--- config.mk ---
export PLATFORM = sky130hd
export DESIGN_NAME = exc_arbiter
export DESIGN_NICKNAME = d
export VERILOG_FILES = /design/src/rtl/exc_arb_pkg.sv /design/src/rtl/exc_pend_bank.sv /design/src/rtl/exc_prio_sel.sv /design/src/rtl/exc_act_stack.sv /design/src/rtl/exc_arbiter.sv
export SDC_FILE = /design/constraint.sdc
export NUM_CORES = 1
export LEC_CHECK = 0
export ABC_AREA = 1
export BUFFER_PORTS_ARGS = -buffer_cell sky130_fd_sc_hd__buf_2
export CORE_UTILIZATION = 56
export CTS_CLUSTER_SIZE = 20
export DETAILED_ROUTE_END_ITERATION = 16
export PLACE_DENSITY = 0.8
export SLEW_MARGIN = 20
export SYNTH_ARGS = -nofsm -noshare
export SYNTH_HDL_FRONTEND = slang
export SYNTH_SLANG_ARGS = --single-unit
--- constraint.sdc ---
create_clock -name clk_i -period 61.3 [get_ports clk_i]
set_input_delay 9.195 -clock clk_i [delete_from_list [all_inputs] [get_ports clk_i]]
set_output_delay 9.195 -clock clk_i [all_outputs]
set_load 0.05 [all_outputs]
--- src/rtl/exc_arb_pkg.sv ---
package exc_arb_pkg;
  localparam int unsigned PRIO_W   = 2;
  localparam int unsigned N_SYS    = 16;
  localparam int unsigned EXC_NMI  = 2;
  localparam int unsigned EXC_HF   = 3;
  localparam int unsigned EXC_SVC  = 11;
  localparam int unsigned EXC_PSV  = 14;
  localparam int unsigned EXC_TICK = 15;

  typedef logic signed [PRIO_W+1:0] prio_t;
  localparam prio_t PRIO_NMI    = -2;
  localparam prio_t PRIO_HF     = -1;
  localparam prio_t PRIO_THREAD = prio_t'(2**PRIO_W);

  typedef enum logic [1:0] {ST_IDLE, ST_REQ, ST_STACK} phase_e;

  function automatic bit is_src(int unsigned n, int unsigned n_exc);
    return (n == EXC_NMI) || (n == EXC_HF) || (n == EXC_SVC) ||
           (n == EXC_PSV) || (n == EXC_TICK) || (n >= N_SYS && n < n_exc);
  endfunction

  function automatic bit is_cfg(int unsigned n, int unsigned n_exc);
    return is_src(n, n_exc) && n != EXC_NMI && n != EXC_HF;
  endfunction
endpackage

--- src/rtl/exc_pend_bank.sv ---
module exc_pend_bank #(
  parameter int unsigned N_EXC = 48,
  parameter int unsigned EXC_W = 6
) (
  input  logic             clk_i,
  input  logic             rst_ni,
  input  logic [N_EXC-1:0] src_i,
  input  logic             set_i,
  input  logic             clr_i,
  input  logic [EXC_W-1:0] idx_i,
  input  logic             take_i,
  input  logic [EXC_W-1:0] take_idx_i,
  output logic [N_EXC-1:0] pend_o
);
  logic [N_EXC-1:0] prev_q;

  for (genvar n = 0; n < N_EXC; n++) begin : g_bit
    localparam logic [EXC_W-1:0] NUM = EXC_W'(n);
    always_ff @(posedge clk_i or negedge rst_ni) begin
      if (!rst_ni) begin
        prev_q[n] <= 1'b0;
        pend_o[n] <= 1'b0;
      end else begin
        prev_q[n] <= src_i[n];
        // new request wins over any clear in the same cycle
        if ((src_i[n] && !prev_q[n]) || (set_i && idx_i == NUM))
          pend_o[n] <= 1'b1;
        else if ((clr_i && idx_i == NUM) || (take_i && take_idx_i == NUM))
          pend_o[n] <= 1'b0;
      end
    end
  end
endmodule

--- src/rtl/exc_prio_sel.sv ---
module exc_prio_sel
  import exc_arb_pkg::*;
#(
  parameter int unsigned N_EXC = 48,
  parameter int unsigned EXC_W = 6
) (
  input  logic [N_EXC-1:0] elig_i,
  input  prio_t            prio_i [N_EXC],
  output logic             vld_o,
  output logic [EXC_W-1:0] num_o,
  output prio_t            prio_o
);
  // descending scan with <= leaves the lowest number among equal levels
  always_comb begin
    vld_o  = 1'b0;
    num_o  = '0;
    prio_o = PRIO_THREAD;
    for (int n = N_EXC - 1; n >= 0; n--) begin
      if (elig_i[n] && (!vld_o || prio_i[n] <= prio_o)) begin
        vld_o  = 1'b1;
        num_o  = EXC_W'(n);
        prio_o = prio_i[n];
      end
    end
  end
endmodule

--- src/rtl/exc_act_stack.sv ---
module exc_act_stack #(
  parameter int unsigned DEPTH = 8,
  parameter int unsigned EXC_W = 6,
  parameter int unsigned CNT_W = $clog2(DEPTH + 1)
) (
  input  logic             clk_i,
  input  logic             rst_ni,
  input  logic             push_i,
  input  logic             pop_i,
  input  logic [EXC_W-1:0] num_i,
  output logic [CNT_W-1:0] depth_o,
  output logic [EXC_W-1:0] top_o,
  output logic [EXC_W-1:0] below_o
);
  localparam int unsigned IDX_W = (DEPTH > 1) ? $clog2(DEPTH) : 1;

  logic [EXC_W-1:0] ent_q [DEPTH];

  always_ff @(posedge clk_i or negedge rst_ni) begin
    if (!rst_ni) begin
      depth_o <= '0;
      for (int i = 0; i < DEPTH; i++) ent_q[i] <= '0;
    end else if (push_i && pop_i && depth_o != '0) begin
      ent_q[IDX_W'(depth_o - 1'b1)] <= num_i;  // tail chain: replace top
    end else if (push_i && depth_o < CNT_W'(DEPTH)) begin
      ent_q[IDX_W'(depth_o)] <= num_i;
      depth_o <= depth_o + 1'b1;
    end else if (pop_i && depth_o != '0) begin
      depth_o <= depth_o - 1'b1;
    end
  end

  assign top_o   = ent_q[IDX_W'(depth_o - 1'b1)];
  assign below_o = ent_q[IDX_W'(depth_o - CNT_W'(2))];
endmodule

--- src/rtl/exc_arbiter.sv ---
module exc_arbiter
  import exc_arb_pkg::*;
#(
  parameter int unsigned N_IRQ = 32,
  parameter int unsigned DEPTH = 8,
  parameter int unsigned N_EXC = N_SYS + N_IRQ,
  parameter int unsigned EXC_W = $clog2(N_EXC),
  parameter int unsigned CNT_W = $clog2(DEPTH + 1)
) (
  input  logic               clk_i,
  input  logic               rst_ni,
  input  logic [N_IRQ-1:0]   irq_i,
  input  logic               nmi_i,
  input  logic               hardfault_i,
  input  logic               svc_i,
  input  logic               pendsv_i,
  input  logic               tick_i,
  input  logic [N_IRQ-1:0]   irq_en_i,
  input  logic               prio_we_i,
  input  logic [EXC_W-1:0]   prio_idx_i,
  input  logic [PRIO_W-1:0]  prio_val_i,
  input  logic               set_pend_i,
  input  logic               clr_pend_i,
  input  logic [EXC_W-1:0]   pend_idx_i,
  input  logic               entry_start_i,
  input  logic               stack_done_i,
  input  logic               exc_ret_i,
  output logic               take_req_o,
  output logic [EXC_W-1:0]   exc_num_o,
  output logic [EXC_W+1:0]   vec_off_o,
  output logic               tail_chain_o,
  output logic [PRIO_W+1:0]  exec_prio_o
);
  logic [N_EXC-1:0] src, en_vec, pend;
  prio_t            prio_tab [N_EXC];

  for (genvar n = 0; n < N_EXC; n++) begin : g_exc
    localparam logic [EXC_W-1:0] NUM = EXC_W'(n);
    if (n == EXC_NMI) begin : g_nmi
      assign src[n] = nmi_i;
      assign prio_tab[n] = PRIO_NMI;
    end else if (n == EXC_HF) begin : g_hf
      assign src[n] = hardfault_i;
      assign prio_tab[n] = PRIO_HF;
    end else if (is_cfg(n, N_EXC)) begin : g_cfg
      logic [PRIO_W-1:0] lvl_q;
      always_ff @(posedge clk_i or negedge rst_ni) begin
        if (!rst_ni) lvl_q <= '0;
        else if (prio_we_i && prio_idx_i == NUM) lvl_q <= prio_val_i;
      end
      assign prio_tab[n] = prio_t'({2'b00, lvl_q});
      if (n == EXC_SVC) begin : g_svc
        assign src[n] = svc_i;
      end else if (n == EXC_PSV) begin : g_psv
        assign src[n] = pendsv_i;
      end else if (n == EXC_TICK) begin : g_tick
        assign src[n] = tick_i;
      end else begin : g_irq
        assign src[n] = irq_i[n-N_SYS];
      end
    end else begin : g_rsvd
      assign src[n] = 1'b0;
      assign prio_tab[n] = PRIO_THREAD;
    end
    if (n >= N_SYS) begin : g_en
      assign en_vec[n] = irq_en_i[n-N_SYS];
    end else begin : g_on
      assign en_vec[n] = 1'b1;
    end
  end

  phase_e           st_q;
  logic [EXC_W-1:0] sel_q, best_num, top_num, below_num, take_num;
  logic [CNT_W-1:0] depth;
  logic             best_vld, chain_q, win, ret_ok, chain, done, push;
  prio_t            best_prio, exec_prio, ret_prio;

  exc_prio_sel #(.N_EXC(N_EXC), .EXC_W(EXC_W)) u_sel (
    .elig_i(pend & en_vec), .prio_i(prio_tab),
    .vld_o(best_vld), .num_o(best_num), .prio_o(best_prio)
  );

  assign exec_prio = (depth == '0) ? PRIO_THREAD : prio_tab[top_num];
  assign ret_prio  = (depth > CNT_W'(1)) ? prio_tab[below_num] : PRIO_THREAD;
  assign win       = best_vld && (best_prio < exec_prio) && (depth < CNT_W'(DEPTH));
  assign ret_ok    = exc_ret_i && st_q == ST_IDLE && depth != '0;
  assign chain     = ret_ok && best_vld && (best_prio < ret_prio);
  assign done      = st_q == ST_STACK && stack_done_i;
  assign push      = done || chain;
  assign take_num  = chain ? best_num : sel_q;

  exc_pend_bank #(.N_EXC(N_EXC), .EXC_W(EXC_W)) u_pend (
    .clk_i, .rst_ni, .src_i(src),
    .set_i(set_pend_i && is_src(pend_idx_i, N_EXC)),
    .clr_i(clr_pend_i), .idx_i(pend_idx_i),
    .take_i(push), .take_idx_i(take_num), .pend_o(pend)
  );

  exc_act_stack #(.DEPTH(DEPTH), .EXC_W(EXC_W), .CNT_W(CNT_W)) u_stack (
    .clk_i, .rst_ni, .push_i(push), .pop_i(ret_ok), .num_i(take_num),
    .depth_o(depth), .top_o(top_num), .below_o(below_num)
  );

  always_ff @(posedge clk_i or negedge rst_ni) begin
    if (!rst_ni) begin
      st_q    <= ST_IDLE;
      sel_q   <= '0;
      chain_q <= 1'b0;
    end else begin
      chain_q <= chain;
      unique case (st_q)
        ST_IDLE: begin
          if (chain) sel_q <= best_num;
          else if (win && !ret_ok) begin
            st_q  <= ST_REQ;
            sel_q <= best_num;
          end
        end
        ST_REQ: begin
          if (!win) st_q <= ST_IDLE;
          else begin
            sel_q <= best_num;
            if (entry_start_i) st_q <= ST_STACK;
          end
        end
        ST_STACK: begin
          if (stack_done_i) st_q <= ST_IDLE;
          else if (best_vld && best_prio < prio_tab[sel_q]) sel_q <= best_num;  // late arrival
        end
        default: st_q <= ST_IDLE;
      endcase
    end
  end

  assign take_req_o   = st_q != ST_IDLE;
  assign exc_num_o    = sel_q;
  assign vec_off_o    = {sel_q, 2'b00};
  assign tail_chain_o = chain_q;
  assign exec_prio_o  = exec_prio;
endmodule

Word-level counts from Yosys, hierarchy flattened
Cells that the tools add are included.
- $add $sub $neg: 3
- magnitude comparators: 62
- equality and inequality tests: 139
- muxes and demuxes: 280
- bitwise operators: 8
- reduce and logical (&&, ||, !) cells: 563
- operator list (operator ; count):
    2-to-1 mux 6 bit ; 60
    == test 6 x 5 -> 1 bit, second input constant ; 48
    == test 6 bit, second input constant ; 48
    logical AND 1 bit ; 280
    2-to-1 mux 1 bit ; 144
    logical OR 1 bit ; 138
    2-to-1 mux 3 bit ; 44
    == test 6 x 4 -> 1 bit, second input constant ; 19
    less-or-equal comparator 2 x 3 -> 1 bit ; 34
    nonzero test 2 bit ; 51
    bitwise mux 48 bit ; 2
    2-to-1 mux 48 bit ; 2
    logical NOT 1 bit ; 85
    binary-select mux 4 bit (select 6 bit) ; 3
    2-to-1 mux 4 bit ; 14
    bitwise AND 48 bit ; 1
    == test 6 x 3 -> 1 bit, second input constant ; 8
    binary-select mux 6 bit (select 3 bit) ; 2
    demux 6 bit (select 3 bit) ; 2
    less-or-equal comparator 3 bit, first input constant ; 9
    == test 6 x 2 -> 1 bit, second input constant ; 4
    >= comparator 7 bit, second input constant ; 3
    inverter 6 -> 7 bit ; 3
    one-hot mux 6 bit (3 select lines) ; 1
    other kinds (32) ; 50
- bits in registers: 216
- bits of input ports: 91
- output and inout bits: 20
- word-level logic and storage cells: 1187

Depth between registers and ports, before layout
Gate-level depths: netlist (run 1).
- depth after elaboration: 198
- mapped depth: 303
- mapped depth without buffers: 302

Modules after synthesis
Synthesis (run 1) repeated with hierarchy kept, for this count alone.
- cell total of the unflattened synthesis: 3616
- area total of the unflattened synthesis: 22738.1 um^2
- by module, submodules not included (module ; times used ; cells an instance ; area each (um^2) ; sequential area each (um^2)):
    exc_prio_sel ; 1 ; 1496 ; 8434.3 ; 0.0
    exc_arbiter ; 1 ; 989 ; 6167.2 ; 1976.9
    exc_pend_bank ; 1 ; 627 ; 4738.3 ; 2402.3
    exc_act_stack ; 1 ; 504 ; 3398.3 ; 1301.2

Worst setup path after synthesis (run 1)
Ideal clock, no wire load.
- path kind: input-to-reg
- from: in irq_en_i[31]
- to: reg u_pend.pend_o[38]
- setup time: 0.117 ns
- data arrival time: 39.236 ns
- required time: 61.183 ns
- path slack: 21.948 ns
- stages on the path: 275
- path buffers: 3
- path through: nand2_4 -> nor2_1 -> ha_1 -> nand2_1 -> inv_1 -> nor2_1 -> nand2_1 -> nand2_1 -> inv_1 -> o21ai_1 -> inv_1 -> ha_1 -> inv_1 -> o21bai_1 -> nand3_1 -> nand2_1 -> nor2_1 -> a21oi_1 -> [... 239 more ...] -> or2_2 -> nand2_1 -> nand2_1 -> ha_1 -> nand2_1 -> nand2_1 -> nand2_1 -> nand2_1 -> nand2_4 -> buf_8 -> nand3_2 -> and2_4 -> buf_12 -> nor2_8 -> buf_6 -> nand2_1 -> nand2_1 -> nand2_1
- word-level cells in the longest chain between the ends: 197
- elaborated cells between the ends (all ways): 342
- those cells by class: order compare (48); eq/ne (1); mux (145); bitwise (1); reduce/logical (147)
- ends and longest elaborated chain (item ; line ; source):
    start: declaration ; exc_arbiter.sv:18 ; input logic [N_IRQ-1:0] irq_en_i,
    bitwise AND 48 bit * ; exc_arbiter.sv:79 ; .elig_i(pend & en_vec), .prio_i(prio_tab),
    2-to-1 mux 3 bit or 2-to-1 mux 1 bit (tied branches) ; exc_prio_sel.sv:19 ; if (elig_i[n] && (!vld_o || prio_i[n] <= prio_o)) begin
    less-or-equal comparator 2 x 3 -> 1 bit or logical NOT 1 bit (tied branches) ; exc_prio_sel.sv:19 ;
    logical OR 1 bit ; exc_prio_sel.sv:19 ;
    logical AND 1 bit ; exc_prio_sel.sv:19 ;
    2-to-1 mux 3 bit or 2-to-1 mux 1 bit (tied branches) ; exc_prio_sel.sv:19 ;
    less-or-equal comparator 2 x 3 -> 1 bit or logical NOT 1 bit (tied branches) ; exc_prio_sel.sv:19 ;
    logical OR 1 bit ; exc_prio_sel.sv:19 ;
    [... 181 more ...] ; n/a ;
    2-to-1 mux 4 bit or 2-to-1 mux 1 bit (tied branches) ; exc_prio_sel.sv:19 ;
    < comparator 4 bit or logical AND 1 bit (tied branches) ; exc_arbiter.sv:87 ; assign chain = ret_ok && best_vld && (best_prio < ret_prio);
    logical AND 1 bit ; exc_arbiter.sv:87 ;
    2-to-1 mux 6 bit ; exc_arbiter.sv:90 ; assign take_num = chain ? best_num : sel_q;
    == test 6 bit ; exc_pend_bank.sv:28 ; else if ((clr_i && idx_i == NUM) || (take_i && take_idx_i == NUM))
    logical AND 1 bit * ; exc_pend_bank.sv:28 ;
    logical OR 1 bit * ; exc_pend_bank.sv:28 ;
    nonzero test 2 bit (no line) * ; n/a ;
    end signal: indexed assignment ; exc_pend_bank.sv:22 ; pend_o[n] <= 1'b0;
    end signal: indexed assignment ; exc_pend_bank.sv:27 ; pend_o[n] <= 1'b1;
    end signal: indexed assignment ; exc_pend_bank.sv:29 ; pend_o[n] <= 1'b0;
    end: declaration ; exc_pend_bank.sv:13 ; output logic [N_EXC-1:0] pend_o
Every way passes the cells marked *; elsewhere a longest branch is shown, timed or not.
A chain may end at the register's enable or synchronous reset.

Worst setup path after layout (run 1)
- from: in irq_en_i[31]
- to: reg u_pend.pend_o[0]
- word-level cells in the longest chain between the ends: 197
- elaborated cells between the ends (all ways): 342
- those cells by class: order compare (48); mux (145); bitwise (1); reduce/logical (148)
- ends and longest elaborated chain (item ; line):
    bitwise AND 48 bit * ; exc_arbiter.sv:79
    2-to-1 mux 3 bit or 2-to-1 mux 1 bit (tied branches) ; exc_prio_sel.sv:19
    less-or-equal comparator 2 x 3 -> 1 bit or logical NOT 1 bit (tied branches) ; exc_prio_sel.sv:19
    logical OR 1 bit ; exc_prio_sel.sv:19
    logical AND 1 bit ; exc_prio_sel.sv:19
    2-to-1 mux 3 bit or 2-to-1 mux 1 bit (tied branches) ; exc_prio_sel.sv:19
    less-or-equal comparator 2 x 3 -> 1 bit or logical NOT 1 bit (tied branches) ; exc_prio_sel.sv:19
    logical OR 1 bit ; exc_prio_sel.sv:19
    [... 181 more ...] ; n/a
    2-to-1 mux 4 bit or 2-to-1 mux 1 bit (tied branches) ; exc_prio_sel.sv:19
    < comparator 4 bit or logical AND 1 bit (tied branches) ; exc_arbiter.sv:87
    logical AND 1 bit ; exc_arbiter.sv:87
    2-to-1 mux 6 bit ; exc_arbiter.sv:90
    logical NOT 6 bit ; exc_pend_bank.sv:28
    logical AND 1 bit * ; exc_pend_bank.sv:28
    logical OR 1 bit * ; exc_pend_bank.sv:28
    nonzero test 2 bit (no line) * ; n/a
Marks and branches as above.

==> run summary, run 1 <==
largest driver fanout on the critical path = 27
capture instance of the worst register-to-register path = u_pend.pend_o[0]$_DFFE_PN0P_
via count of the first global-routing pass = 17000
maximum level of the CTS H-tree = 1
Arr. time, crit path = 44.32 ns
largest net degree at the start of global routing = 107
core area = 29800 sq um
via count = 18330
transition time at the pin with the least slew margin = 1.054 ns
ratio of cells with drive above 1 in the final layout = 0.09502
Final Hold Fails = 0
number of warning messages in the yosys log = 0
GR Util All Layers = 0.3806
TNS Setup = 0 ns
worst hold slack across all endpoints = 0.4957 ns
Slew Limit Fails = 0
run status = finished, final reports clean
number of placement rows = 63
reg2reg setup slack = 25.61 ns
number of primary I/O pins = 111
number of flip-flops and latches in the synthesized netlist = 216
post-CTS sizing = 0
layout filler cell count = 2774
clock-pin slew on the worst setup and hold paths = 0.06 ns
most common cell after layout, fill and taps aside = sky130_fd_sc_hd__nand2_1
Die Footprint = 31140 sq um
Critical Path RT = 61.74 ns
highest-count cells in the layout ignoring fill and taps = 780 x sky130_fd_sc_hd__nand2_1, 356 x sky130_fd_sc_hd__inv_1, 259 x sky130_fd_sc_hd__o21ai_0
startpoint kind of the worst setup timing path = primary input
max-capacitance violation count = 0
antenna viol nets, final = 0
CP Launch Point = irq_en_i[31]
async set-or-reset flop fraction in the synthesized netlist = 1.000
final HPWL from detailed placement = 44.44 mm
Final Wtd Congestion = 1.102
Synth top area share = 0.3171
worst setup path end = u_pend.pend_o[0]$_DFFE_PN0P_
CTS Root Buffer Type = sky130_fd_sc_hd__clkbuf_16
number of buffers between clock root and the deepest sink = 3
setup repair after global routing missed its margin = false
number of antenna violations at the first check in global routing = 2
number of enable-type register cells in the synthesized netlist = 0
post-CTS setup-driven buffer insertion count = 0
Fmax achieved = 22.79 MHz
synthesized netlist cell count = 2593
WS Path Type = in -> reg
logic depth of the worst register-to-register path = 267
CTS tree = done
Reg2Reg Launch Point = u_pend.pend_o[47]$_DFFE_PN0P_
CTS sink cnt = 216
endpoint kind of the worst setup timing path = flop
number of diodes added for antenna fixing = 0
worst-case headroom to the max-slew limit = 0.2948
total CTS buffers = 25
cell accounting for the most synthesized area = sky130_fd_sc_hd__dfrtp_1
sequential cell area fraction in the yosys report = 0.3171
cts hold-fix bufs = 0
global-route wire length before repair = 92.54 mm
synth unique cells = 64
critical path's largest stage delay = 0.58 ns
total overflow reported by the global router = 0
routed wire length = 58.78 mm
Die Width = 176.5 microns
Clock Skew = 0.01303 ns
number of setup violations in the final report = 0
drt wl/cell = 19.19 microns
Skew-Pair Late Insertion Delay = 0.56 ns
starting utilization of the core area = 0.5720
type of the worst min-delay path = reg -> reg
Final period util = 0.7158
remaining design rule violation count = 0
net count reported at finish = 2834
most used flip-flop cell after synthesis = sky130_fd_sc_hd__dfrtp_1
cell at the slowest stage of the critical path = sky130_fd_sc_hd__nor2_2
time the worst path needs with I/O delays and setup = 43.88 ns
critical path's most frequent cell = sky130_fd_sc_hd__nand2_1
post-synthesis instance area = 17040 sq um
biggest area contributors in the synthesized netlist = sky130_fd_sc_hd__dfrtp_1 32%, sky130_fd_sc_hd__nand2_1 17%, sky130_fd_sc_hd__inv_1 7.9%
port bufs = 108
layout overhead on the synthesized area = 8.442%
number of search-and-repair iterations in the first detailed-routing pass = 8
die extent in y = 176.5 microns
Vias/cell = 5.984
initial DRC count = 2442
post-synthesis area per instance = 6.573 sq um
==> cell type report <==
cell class                 count  area (sq um)  area share
timing repair buffer         117         618.1     0.03344
inverter                     391          1475     0.07981
clock inverter                 8         111.4    0.006025
multi-input combinational   1903          9641      0.5216
clock buffer                  38         744.5     0.04028
tap                          390         488.0     0.02640
sequential                   216          5405      0.2924
==> stage by stage <==
stage / instances / util / setup WS (ns) / cell area [sq um]
floorplan: 2594 / - / 21.95 / 17050
global placement: 3017 / 0.5916 / 18.99 / 17630
detailed placement: 3017 / 0.5916 / 17.40 / 17630
CTS: 3063 / 0.6203 / 17.82 / 18480
global route: 3063 / 0.6203 / 13.83 / 18480
finish: 3063 / 0.6203 / 17.42 / 18480
==> cells by family after synthesis <==
kind of cell	after synthesis	share of synthesized area
adder cells (fa/ha/maj)	89	0.06534
other	1	0.0002200
buffers and inverters	475	0.1175
flip-flops	216	0.3171
AO/OA/AOI/OAI	574	0.1888
AND/OR/NAND/NOR	1235	0.3095
XOR/XNOR	3	0.001542
==> sequential cells by signal, summed over array words and instances, names as in the netlist <==
signal	cells
g_exc.g_cfg.lvl_q	70
u_pend.pend_o	48
u_stack.ent_q	48
u_pend.prev_q	37
exc_num_o	6
u_stack.depth_o	4
st_q	2
tail_chain_o	1
==> metal layers <==
layer,track usage,share of wire,vias to the layer above
li1,-,-,8527
met1,0.5262,0.40,8424
met2,0.5768,0.43,1171
met3,0.07537,0.12,203
met4,0.1674,0.050,4
met5,0,0.00039,-
==> how the worst min path moves through the flow <==
| stage | from | endpoint | slack [ns] | cells after the start |
|---|---|---|---|---|
| floorplan | g_exc[14].g_cfg.lvl_q[0]$_DFFE_PN0P_ | g_exc[14].g_cfg.lvl_q[0]$_DFFE_PN0P_ | 0.45 | 2 |
| global placement | g_exc[14].g_cfg.lvl_q[0]$_DFFE_PN0P_ | g_exc[14].g_cfg.lvl_q[0]$_DFFE_PN0P_ | 0.47 | 2 |
| detailed placement | g_exc[34].g_cfg.lvl_q[0]$_DFFE_PN0P_ | g_exc[34].g_cfg.lvl_q[0]$_DFFE_PN0P_ | 0.48 | 2 |
| CTS | g_exc[34].g_cfg.lvl_q[0]$_DFFE_PN0P_ | g_exc[34].g_cfg.lvl_q[0]$_DFFE_PN0P_ | 0.50 | 2 |
| global route | u_pend.prev_q[43]$_DFF_PN0_ | u_pend.pend_o[43]$_DFFE_PN0P_ | 0.52 | 3 |
| finish | u_stack.ent_q[45]$_DFFE_PN0P_ | u_stack.ent_q[45]$_DFFE_PN0P_ | 0.50 | 2 |
==> critical path: cells and delay by family <==
family	cells	cell delay (ns)
adder cells (fa/ha/maj)	35	9.74
buffers and inverters	41	3.20
AND/OR/NAND/NOR	124	12.96
AO/OA/AOI/OAI	68	9.23
==> synth_stat cells, types with 4 or more instances <==
library cell and number:
sky130_fd_sc_hd__buf_6 14, sky130_fd_sc_hd__nand4_1 12, sky130_fd_sc_hd__dfrtp_1 216, sky130_fd_sc_hd__and2_1 21, sky130_fd_sc_hd__a21boi_0 17, sky130_fd_sc_hd__nor2_4 5
sky130_fd_sc_hd__nand2_2 16, sky130_fd_sc_hd__nand2_4 9, sky130_fd_sc_hd__a31oi_1 11, sky130_fd_sc_hd__a211oi_1 8, sky130_fd_sc_hd__ha_1 89, sky130_fd_sc_hd__inv_2 21
sky130_fd_sc_hd__inv_1 358, sky130_fd_sc_hd__or2_2 12, sky130_fd_sc_hd__o21ai_1 49, sky130_fd_sc_hd__buf_1 5, sky130_fd_sc_hd__o221ai_1 8, sky130_fd_sc_hd__nor4_1 5
sky130_fd_sc_hd__o211ai_1 26, sky130_fd_sc_hd__a32o_1 7, sky130_fd_sc_hd__buf_2 8, sky130_fd_sc_hd__o22ai_1 21, sky130_fd_sc_hd__nor2_2 14, sky130_fd_sc_hd__nand3_1 150
sky130_fd_sc_hd__buf_4 14, sky130_fd_sc_hd__o21ai_0 259, sky130_fd_sc_hd__nand2_1 780, sky130_fd_sc_hd__o311ai_0 4, sky130_fd_sc_hd__nor2_1 177, sky130_fd_sc_hd__clkinv_1 10
sky130_fd_sc_hd__nor3_1 23, sky130_fd_sc_hd__o31ai_1 6, sky130_fd_sc_hd__clkbuf_1 38, sky130_fd_sc_hd__a21oi_1 134
Power of run 1 is not shown: default switching activity piles up to over one toggle a cycle in this logic, so the estimate is an artifact.
==> inputs of run 2 (changes only) <==
clock period = 45.1 ns   (was 61.3 ns; I/O delays follow)
==> run summary, run 2 (synthesized netlist as in run 1, its figures left out) <==
CTS Root Buffer Type = sky130_fd_sc_hd__clkbuf_16
via count of the first global-routing pass = 16720
Skew-Pair Late Insertion Delay = 0.55 ns
type of the worst min-delay path = reg -> reg
transition time at the pin with the least slew margin = 1.072 ns
largest driver fanout on the critical path = 27
largest net degree at the start of global routing = 96
die extent in y = 176.5 microns
layout overhead on the synthesized area = 8.692%
most common cell after layout, fill and taps aside = sky130_fd_sc_hd__nand2_1
number of primary I/O pins = 111
number of search-and-repair iterations in the first detailed-routing pass = 6
Critical Path RT = 45.54 ns
WS Path Type = in -> reg
Fmax achieved = 24.02 MHz
critical path's most frequent cell = sky130_fd_sc_hd__nand2_1
global-route wire length before repair = 92.16 mm
number of buffers between clock root and the deepest sink = 3
routed wire length = 59.64 mm
highest-count cells in the layout ignoring fill and taps = 780 x sky130_fd_sc_hd__nand2_1, 356 x sky130_fd_sc_hd__inv_1, 259 x sky130_fd_sc_hd__o21ai_0
cts hold-fix bufs = 0
Clock Skew = 0.01026 ns
CTS sink cnt = 216
initial DRC count = 2321
TNS Setup = 0 ns
endpoint kind of the worst setup timing path = flop
startpoint kind of the worst setup timing path = primary input
max FFs per register = 70
Slew Limit Fails = 0
total CTS buffers = 26
number of setup violations in the final report = 0
biggest registers after layout = g_exc.g_cfg.lvl_q (70), u_pend.pend_o (48), u_stack.ent_q (48)
Arr. time, crit path = 42.06 ns
core area = 29800 sq um
number of antenna violations at the first check in global routing = 2
worst-case headroom to the max-slew limit = 0.2812
GR Util All Layers = 0.3841
drt wl/cell = 19.46 microns
Die Footprint = 31140 sq um
Vias/cell = 5.941
Biggest register = g_exc.g_cfg.lvl_q
time the worst path needs with I/O delays and setup = 41.62 ns
ratio of cells with drive above 1 in the final layout = 0.09574
maximum level of the CTS H-tree = 1
number of diodes added for antenna fixing = 0
total overflow reported by the global router = 0
via count = 18200
net count reported at finish = 2837
Final Hold Fails = 0
setup repair after global routing missed its margin = false
max-capacitance violation count = 0
final HPWL from detailed placement = 45.19 mm
Final period util = 0.9229
run status = finished, final reports clean
critical path's largest stage delay = 0.40 ns
antenna viol nets, final = 0
layout filler cell count = 2780
number of placement rows = 63
cell at the slowest stage of the critical path = sky130_fd_sc_hd__nor2_1
CTS tree = done
remaining design rule violation count = 0
port bufs = 108
Die Width = 176.5 microns
clock-pin slew on the worst setup and hold paths = 0.06 ns
Final Wtd Congestion = 1.020
starting utilization of the core area = 0.5720
run 2: what timing repair did:
item	4_1_cts	5_1_grt
gates resized for setup	0	2
setup endpoints to repair	0	61
buffers inserted	0	1
run 2: critical path: cells and delay by family:
family	cells	cell delay [ns]
buf+inv	40	3.15
compound gates	69	9.38
fa+ha+maj	35	9.81
simple gates	124	12.82
run 2: cell type report:
cell class              count  area, sq um  area share
flip-flops and latches    216         5405      0.2918
repair buffers            119        665.6     0.03593
clock buffers              35        724.4     0.03911
inverters                 391         1475     0.07963
clock inverters            10        117.6    0.006349
multi-input cells        1903         9649      0.5209
well taps                 390        488.0     0.02634
run 2: final timing paths:
path	slack, ns	to	start	cells past startpoint
setup / recovery	3.48	u_pend.pend_o[43]$_DFFE_PN0P_	irq_en_i[31]	268
hold / removal	0.49	g_exc[46].g_cfg.lvl_q[0]$_DFFE_PN0P_	g_exc[46].g_cfg.lvl_q[0]$_DFFE_PN0P_	2
setup reg to reg	9.26	u_pend.pend_o[43]$_DFFE_PN0P_	u_pend.pend_o[47]$_DFFE_PN0P_	267
hold reg to reg	0.49	g_exc[46].g_cfg.lvl_q[0]$_DFFE_PN0P_	g_exc[46].g_cfg.lvl_q[0]$_DFFE_PN0P_	2
max in group asynchronous	37.70	g_exc[34].g_cfg.lvl_q[0]$_DFFE_PN0P_	rst_ni	3
min in group asynchronous	6.19	u_stack.ent_q[23]$_DFFE_PN0P_	rst_ni	1
run 2: through the flow:
stage | util | instance area (sq um) | setup slack, ns | hold WS [ns] | cells
after floorplan | - | 17050 | 8.178 | 0.4530 | 2594
after global placement | 0.5916 | 17630 | 5.116 | 0.4666 | 3017
after detailed placement | 0.5916 | 17630 | 3.410 | 0.4758 | 3017
after CTS | 0.6198 | 18470 | 3.791 | 0.4899 | 3062
after global routing | 0.6217 | 18530 | 0.03908 | 0.5083 | 3064
final | 0.6217 | 18530 | 3.476 | 0.4907 | 3064
run 2: metal layers:
layer | routed length, microns | vias up | GRT usage | share of wire
met4 | 3079 | 4 | 0.1818 | 0.052
met1 | 24770 | 8394 | 0.5269 | 0.42
met2 | 25060 | 1115 | 0.5763 | 0.42
met3 | 6711 | 166 | 0.08183 | 0.11
met5 | 20 | - | 0 | 0.00034
li1 | - | 8525 | - | -
Power of run 2 is left out for the same reason.
